File: src/rtl/tern_rail_pkg.sv
package tern_rail_pkg;

  typedef logic [1:0] trit_t;

  // high digit in upper bits so a packed pair matches the port layout
  typedef struct packed {
    trit_t hi;
    trit_t lo;
  } railPair_t;

  // strobes from the verdict logic to the thin top
  typedef struct packed {
    logic succOk;
    logic codeBad;
  } railStatus_t;

  localparam trit_t TRIT_ZERO = 2'd0;
  localparam trit_t TRIT_BAD  = 2'd3;

  function automatic logic tritValid(trit_t t);
    return t != TRIT_BAD;
  endfunction

  // modular shift of a valid trit by a small amount
  function automatic trit_t tritShift(trit_t t, int unsigned amt);
    int unsigned s;
    s = (int'(t) + amt) % 3;
    return s[1:0];
  endfunction

  function automatic logic isSuccPair(trit_t lo, trit_t hi);
    return tritValid(lo) && tritValid(hi) && (hi == tritShift(lo, 1));
  endfunction

endpackage

File: src/rtl/succ_element.sv
module succ_element
  import tern_rail_pkg::*;
#(
  parameter int unsigned SHIFT = 1
) (
  input  trit_t ctlA,
  input  trit_t ctlB,
  input  trit_t target,
  output trit_t result
);

  logic pairHealthy;

  always_comb begin
    pairHealthy = isSuccPair(ctlA, ctlB);
    result      = pairHealthy ? tritShift(target, SHIFT) : target;
  end

endmodule

File: src/rtl/rail_checker.sv
module rail_checker
  import tern_rail_pkg::*;
(
  input  railPair_t pairA,
  input  railPair_t pairB,
  output railPair_t merged
);

  // two separate elements, each with its own constant-zero target
  succ_element #(.SHIFT(1)) u_lowElem (
    .ctlA   (pairA.lo),
    .ctlB   (pairA.hi),
    .target (TRIT_ZERO),
    .result (merged.lo)
  );

  succ_element #(.SHIFT(2)) u_highElem (
    .ctlA   (pairB.lo),
    .ctlB   (pairB.hi),
    .target (TRIT_ZERO),
    .result (merged.hi)
  );

endmodule

File: src/rtl/rail_tree.sv
module rail_tree
  import tern_rail_pkg::*;
#(
  parameter int unsigned NUM_PAIRS = 4
) (
  input  railPair_t [NUM_PAIRS-1:0] leaves,
  output railPair_t                 root
);

  localparam int unsigned LEVELS = (NUM_PAIRS > 1) ? $clog2(NUM_PAIRS) : 0;
  localparam int unsigned PADDED = 1 << LEVELS;
  localparam int unsigned NODES  = 2 * PADDED - 1;

  // heap layout: node k has children 2k+1 and 2k+2, leaves at the end
  railPair_t nodes [NODES];

  genvar i;
  generate
    for (i = 0; i < PADDED; i++) begin : g_leaf
      if (i < NUM_PAIRS) begin : g_real
        assign nodes[PADDED-1+i] = leaves[i];
      end else begin : g_pad
        assign nodes[PADDED-1+i] = '{hi: 2'd1, lo: 2'd0};
      end
    end

    for (i = 0; i < PADDED - 1; i++) begin : g_node
      rail_checker u_cell (
        .pairA  (nodes[2*i+1]),
        .pairB  (nodes[2*i+2]),
        .merged (nodes[i])
      );
    end
  endgenerate

  assign root = nodes[0];

endmodule

File: src/rtl/rail_verdict.sv
module rail_verdict
  import tern_rail_pkg::*;
(
  input  railPair_t   finalPair,
  output railStatus_t status
);

  always_comb begin
    status.codeBad = !tritValid(finalPair.lo) || !tritValid(finalPair.hi);
    status.succOk  = (finalPair.hi == tritShift(finalPair.lo, 1));
  end

endmodule

File: src/rtl/tern_rail_tree.sv
module tern_rail_tree
  import tern_rail_pkg::*;
#(
  parameter int unsigned NUM_PAIRS = 4
) (
  input  logic [4*NUM_PAIRS-1:0] inPairs,
  output logic [1:0]             outLo,
  output logic [1:0]             outHi,
  output logic                   fault
);

  railPair_t [NUM_PAIRS-1:0] leafVec;
  railPair_t                 rootPair;
  railStatus_t               status;

  assign leafVec = inPairs;

  rail_tree #(.NUM_PAIRS(NUM_PAIRS)) u_tree (
    .leaves (leafVec),
    .root   (rootPair)
  );

  rail_verdict u_verdict (
    .finalPair (rootPair),
    .status    (status)
  );

  assign outLo = rootPair.lo;
  assign outHi = rootPair.hi;
  assign fault = status.codeBad || !status.succOk;

endmodule

File: config.mk
export PLATFORM = sky130hd
export DESIGN_NAME = tern_rail_tree
export DESIGN_NICKNAME = d
export VERILOG_FILES = /design/src/rtl/tern_rail_pkg.sv /design/src/rtl/succ_element.sv /design/src/rtl/rail_checker.sv /design/src/rtl/rail_tree.sv /design/src/rtl/rail_verdict.sv /design/src/rtl/tern_rail_tree.sv
export SDC_FILE = /design/constraint.sdc
export NUM_CORES = 1
export LEC_CHECK = 0
export CORE_MARGIN = 3
export CORE_UTILIZATION = 50
export DETAILED_ROUTE_END_ITERATION = 7
export DONT_BUFFER_PORTS = 1
export GPL_TIMING_DRIVEN = 1
export PLACE_DENSITY = 0.72
export SYNTH_ARGS = -nofsm -noshare
export SYNTH_HDL_FRONTEND = slang
export SYNTH_HIERARCHICAL = 1
export SYNTH_SLANG_ARGS = --single-unit
export TNS_END_PERCENT = 10
File: constraint.sdc
create_clock -name vclk -period 4.56
set_clock_uncertainty 0.2 [all_clocks]
set_input_delay 0.684 -clock vclk [all_inputs]
set_output_delay 0.684 -clock vclk [all_outputs]
set_load 0.1 [all_outputs]
Yosys cells after proc, flatten, opt, wreduce, memory -nomap -nowiden
Index checks and enable logic that the tools add are counted.
- word-level logic and storage cells: 58
- output and inout port bits: 5
- bits in registers: 0
- muxes and demuxes: 6
- reductions and logical operators: 17
- divide/modulo/power cells: 7
- $add $sub $neg: 7
- equality and inequality tests: 21
- operators with widths (cell ; number):
    $mod A32 B2 Y32 const B ; 7
    $ne A2 B2 Y1 const B ; 11
    $eq A2 B2 Y1 ; 7
    $add A2 B1 Y3 const B ; 4
    $logic_and A1 B1 Y1 ; 12
    $add A1 B1 Y2 const B ; 3
    $mux W2 ; 3
    $ne A1 B2 Y1 const B ; 3
    $logic_not A1 Y1 ; 3
    $mux W1 ; 3
    $logic_or A1 B1 Y1 ; 2

Logic depth before layout (Yosys ltp)
Gate-level depths: netlist of run 1.
- depth after elaboration: 15
- depth in mapped cells: 15
- mapped depth without buffers: 15

Modules after synthesis
Netlist of run 1, hierarchy kept.
- modules (own cells, without submodules) (module ; cells each ; area an instance (um^2) ; sequential area each (um^2) ; times used):
    succ_element ; 11 ; 103.8 ; 0.0 ; 6
    rail_verdict ; 7 ; 57.6 ; 0.0 ; 1
    rail_checker ; 1 ; 3.8 ; 0.0 ; 3
    tern_rail_tree ; 1 ; 6.3 ; 0.0 ; 1

Worst setup path after synthesis of run 1
Ideal clock, no wire load.
- path kind: in2out
- start point: input port inPairs[1]
- end point: output port fault
- path buffers: 0
- required time: 3676 ps
- path slack: -489 ps
- stages: 13
- data arrival time: 4165 ps
- cells stage by stage: inv_1 ha_1 xnor2_1 a22oi_1 mux2_2 ha_1 nor4b_2 a22oi_1 mux2_2 ha_1 xor2_1 nor2_1 nand2b_1
- RTL lines (element ; RTL line ; source):
    start: declaration ; tern_rail_tree.sv:6 ; input logic [4*NUM_PAIRS-1:0] inPairs,
    end: declaration ; tern_rail_tree.sv:9 ; output logic fault

==> results.json, run 1 <==
{
  "power.net_switching_mw": 0.101,
  "drv_slew": 0,
  "grt.total_usage_pct": 12.8,
  "p_clk_share_pct": 0,
  "nets": 138,
  "fin_tns_setup_ps": 0,
  "postSynthAreaPerCell_um2": 9.07,
  "drtPass1Iterations": 2,
  "status": "completed",
  "period_share_pct": 96.1,
  "via_per_inst": 4.84,
  "p_leak_nw": 0.382,
  "die_h_um": 43.4,
  "ioPinCount": 21,
  "vias": 552,
  "cts_hold_buf": 0,
  "crit_start": "inPairs[1]",
  "muxShareOfSynthArea_pct": 19.4,
  "row_count": 12,
  "fp.dieW_um": 43.4,
  "ir_worst_vdd_uv": 184,
  "cp_max_fo": 2,
  "dieArea_um2": 1880,
  "crit_slowest_cell": "mux2_2",
  "yosysUniqueCellTypes": 12,
  "rsz0062_at_grt": "false",
  "maxCapViolCount": 0,
  "tightest_slew_ps": 563,
  "fin_hold_ws_ps": 2100,
  "path_cells": "inv_1 -> ha_1 -> xnor2_1 -> a22oi_1 -> mux2_2 -> ha_1 -> nor4b_2 -> a22oi_2 -> mux2_4 -> ha_1 -> xor2_1 -> nor2_1 -> nand2b_4",
  "hp-class": "in2out",
  "overflow": 0,
  "synth_compound_area_share_pct": 7.53,
  "regArea_um2": 0,
  "end_kind": "output pin",
  "pwr-share-seq_pct": 0,
  "yosys.area_share.adder_pct": 35.8,
  "max_stage_delay_ps": 390,
  "crit_required_ps": 3680,
  "postRouteAntennaNets": 0,
  "stdcell_area_um2": 826,
  "antennaDiodeCount": 0,
  "gp_congestion": 0.653,
  "dp.final_hpwl_mm": 1.18,
  "seq_area_frac_synth_pct": 0,
  "hold_viol": 0,
  "coreArea_um2": 1200,
  "powerDensity_nw_per_um2": 186,
  "relSlewSlack_pct": 62.4,
  "holdPathStages": 5,
  "synth-xor-area-share_pct": 10.0,
  "syn_area_um2": 698,
  "grt_pass1_wl_mm": 1.95,
  "drc": 0,
  "hold_path_end": "outLo[0]",
  "fin_crit_ps": 4380,
  "first_global_vias": 538,
  "synth_top_family_by_area": "adder cells",
  "first_iter_violations": 2,
  "numPortBuffers": 0,
  "p_int_mw": 0.0523,
  "routed_wl_mm": 1.22,
  "switching_share_pct": 66.0,
  "grt_max_degree": 4,
  "wire_per_inst_um": 10.7,
  "cp.arrival_ps": 3500,
  "synthSimpleGateAreaFrac_pct": 18.6,
  "setup_viol": 0,
  "area_growth_pct": 18.3,
  "place_area_um2": 821,
  "clkbuf_count": 0,
  "start_util_pct": 58.1,
  "pwr-share-comb_pct": 100.0,
  "drive_gt1_share_pct": 22.0,
  "clock.fmax_mhz": 228,
  "cpMostUsedCell": "ha_1",
  "ys_warn_count": 6,
  "antenna_found_initial": 0,
  "syn_inst": 77,
  "start_kind": "input port",
  "worst-setup-path-type": "in2out",
  "flops_and_latches": 0,
  "min_from": "inPairs[7]"
}
[layer usage]
layer | share of wire (%) | track usage (%)
met4 | 0 | 0
met3 | 4.3 | 0.415
met1 | 34 | 11.2
met5 | 0 | 0
met2 | 62 | 31.0
[cells in the mapped netlist]
library cell | instances | area (µm²)
ha_1 | 20 | 250
inv_1 | 13 | 48.8
mux2_2 | 12 | 135
a22oi_1 | 6 | 45.0
nor3_1 | 6 | 30.0
nor4b_2 | 6 | 90.1
xnor2_1 | 6 | 52.6
conb_1 | 3 | 11.3
xor2_1 | 2 | 17.5
a21o_1 | 1 | 7.51
nand2b_1 | 1 | 6.26
nor2_1 | 1 | 3.75
[cells by family (layout without fill, tap and decap cells)]
logic type	after synthesis	after routing
fa+ha+maj	20	20
compound gates	7	7
mux	12	12
buf+inv	13	15
other cells	3	24
simple gates	14	14
xor+xnor	8	8
[per-stage QoR]
step / total power [mW] / worst slack (ps) / util, % / instances
finish: 0.154 / 176 / 68.8 / 114
global route: 0.166 / 26.2 / 68.8 / 114
CTS: 0.149 / 81.4 / 68.3 / 114
detailed placement: 0.149 / 82.5 / 68.3 / 114
global placement: 0.145 / 147 / 68.3 / 114
floorplan: 0.137 / 29.4 / - / 98
[layout by cell type (no fill, tap or decap)]
| master | n |
|---|---|
| conb_1 | 24 |
| ha_1 | 20 |
| inv_1 | 13 |
| mux2_2 | 11 |
| nor4b_2 | 6 |
| nor3_1 | 6 |
| xnor2_1 | 6 |
| a22oi_1 | 5 |
| buf_4 | 2 |
| xor2_1 | 2 |
| nand2b_4 | 1 |
| a22oi_2 | 1 |
| mux2_4 | 1 |
| a21o_1 | 1 |
| nor2_1 | 1 |
[area by class of cell]
| cell class | count | area (µm²) |
|---|---|---|
| Fill cell | 107 | 375 |
| Timing Repair Buffer | 2 | 15.0 |
| Tap cell | 14 | 17.5 |
| Inverter | 13 | 48.8 |
| Multi-Input combinational cell | 85 | 744 |
[what timing repair did]
item                       4_1_cts  5_1_grt
resized for setup                0        1
setup buffers                    0        0
setup endpoints to repair        0        1
[power groups by stage]
| stage | registers (mW) | clock network [mW] | logic, mW |
|---|---|---|---|
| final | 0 | 0 | 0.154 |
| after global routing | 0 | 0 | 0.166 |
| after CTS | 0 | 0 | 0.149 |
| after detailed placement | 0 | 0 | 0.149 |
| after global placement | 0 | 0 | 0.145 |
| after floorplan | 0 | 0 | 0.137 |
[worst max-delay path: cells and delay by family]
| kind | cells | cell delay (ps) |
|---|---|---|
| fa+ha+maj | 3 | 850 |
| compound gates | 2 | 440 |
| mux | 2 | 720 |
| xor+xnor | 2 | 300 |
| simple gates | 3 | 480 |
| buf+inv | 1 | 30 |
[worst max-delay path by stage]
stage | to | slack, ps | cells past startpoint
final | fault | 180 | 13
after global routing | fault | 30 | 13
after CTS | fault | 80 | 13
after detailed placement | fault | 80 | 13
after global placement | fault | 150 | 13
after floorplan | fault | 30 | 13
Note: power is estimated with default switching activity, not from simulation.
==> inputs of run 2 (changes only) <==
Settings changed: CORE_AREA from default to 3 3 40 42, CORE_MARGIN 3 to default, CORE_UTILIZATION 50 to default, DIE_AREA from default to 0 0 43 45, PLACE_DENSITY 0.72 to 0.75.
==> run 2 against run 1 <==
Net effect:
- setup slack got worse by 3.8 ps
- non-clock buffer count did not move
- via count is 2.2% higher
- fmax is essentially flat
- routed wire length down 1.2%
- worst hold slack improved by 25 ps
- largest cell class unchanged
==> results.json, run 2 (synthesized netlist as in run 1, its figures left out) <==
{
  "dieArea_um2": 1940,
  "drtPass1Iterations": 4,
  "final_cell_mix": "24 x conb_1, 20 x ha_1, 13 x inv_1",
  "vias": 564,
  "holdPathStages": 5,
  "via_per_inst": 4.90,
  "fin_hold_ws_ps": 2130,
  "relSlewSlack_pct": 63.0,
  "stdcell_area_um2": 835,
  "antennaDiodeCount": 0,
  "row_count": 13,
  "die_h_um": 45,
  "period_share_pct": 96.2,
  "drc": 0,
  "final_common_cell": "conb_1",
  "finalCoreUtilization_pct": 64.9,
  "cp.arrival_ps": 3500,
  "dp.final_hpwl_mm": 1.15,
  "first_global_vias": 603,
  "gp_congestion": 0.663,
  "regArea_um2": 0,
  "ioPinCount": 21,
  "drive_gt1_share_pct": 24.0,
  "powerDensity_nw_per_um2": 188,
  "grt_max_degree": 4,
  "overflow": 0,
  "antenna_found_initial": 0,
  "cp_max_fo": 2,
  "hold_viol": 0,
  "crit_required_ps": 3680,
  "total_power_mw": 0.157,
  "hp-class": "in2out",
  "end_kind": "output pin",
  "first_iter_violations": 7,
  "start_util_pct": 54.3,
  "numPortBuffers": 0,
  "drv_slew": 0,
  "clkbuf_count": 0,
  "area_growth_pct": 19.5,
  "grt.total_usage_pct": 13.3,
  "cts_hold_buf": 0,
  "p_leak_nw": 0.382,
  "coreArea_um2": 1280,
  "worst-setup-path-type": "in2out",
  "grt_pass1_wl_mm": 2.12,
  "ir_worst_vdd_uv": 161,
  "postRouteAntennaNets": 0,
  "fp.dieW_um": 43,
  "clock.fmax_mhz": 228,
  "start_kind": "input port",
  "tightest_slew_ps": 556,
  "nFillCells": 129,
  "status": "completed",
  "place_area_um2": 822,
  "maxCapViolCount": 0,
  "wire_per_inst_um": 10.5,
  "setup_viol": 0,
  "nets": 138,
  "fin_crit_ps": 4390,
  "flops_and_latches": 0,
  "routed_wl_mm": 1.20
}
run 2: changes by cell type in the layout (fill, tap and decap cells not counted):
cell / change
a22oi_2: +1
nor2_2: +1
nor2_1: -1
a22oi_1: -1
run 2: cell type report:
class / count / area (µm²) / area share (%)
Timing Repair Buffer: 2 / 15.0 / 1.80
Multi-Input combinational cell: 85 / 752 / 90.1
Inverter: 13 / 48.8 / 5.85
Tap cell: 15 / 18.8 / 2.25
run 2: what timing repair did:
action                                 in CTS  in global routing
setup endpoints to repair                   0                  1
setup buffers                               0                  0
endpoints found under the hold margin       0                  0
resized for setup                           0                  3
run 2: path summary, 6_finish.rpt:
| check | from | to |
|---|---|---|
| hold / removal | inPairs[7] | outLo[0] |
| setup / recovery | inPairs[1] | fault |
run 2: through the flow:
stage / std cells / setup slack, ps / setup TNS [ps]
floorplan: 98 / 29.4 / 0
global placement: 115 / 172 / 0
detailed placement: 115 / 14.4 / 0
CTS: 115 / 18.3 / 0
global route: 115 / -27.6 / -27.6
finish: 115 / 172 / 0
run 2: worst max-delay path, cell delays in order:
cell and delay, ps:
inv_1 20, ha_1 300, xnor2_1 150, a22oi_2 200, mux2_2 380, ha_1 330
xnor2_1 100, a22oi_2 220, mux2_4 340, ha_1 220, xor2_1 220, nor2_2 80
nand2b_4 260
run 2: where the power goes:
group | leakage, nW | switching, mW | internal, mW
registers | 0 | 0 | 0
logic | 0.382 | 0.104 | 0.0529
clock network | 0 | 0 | 0
run 2: layer usage:
metal  vias to the layer above  track usage [%]  part of all wire [%]
met2                         9             31.7                    61
met5                         -                0                     0
li1                        296                -                     -
met3                         0            0.398                   5.5
met1                       259             12.9                    34
met4                         0                0                     0
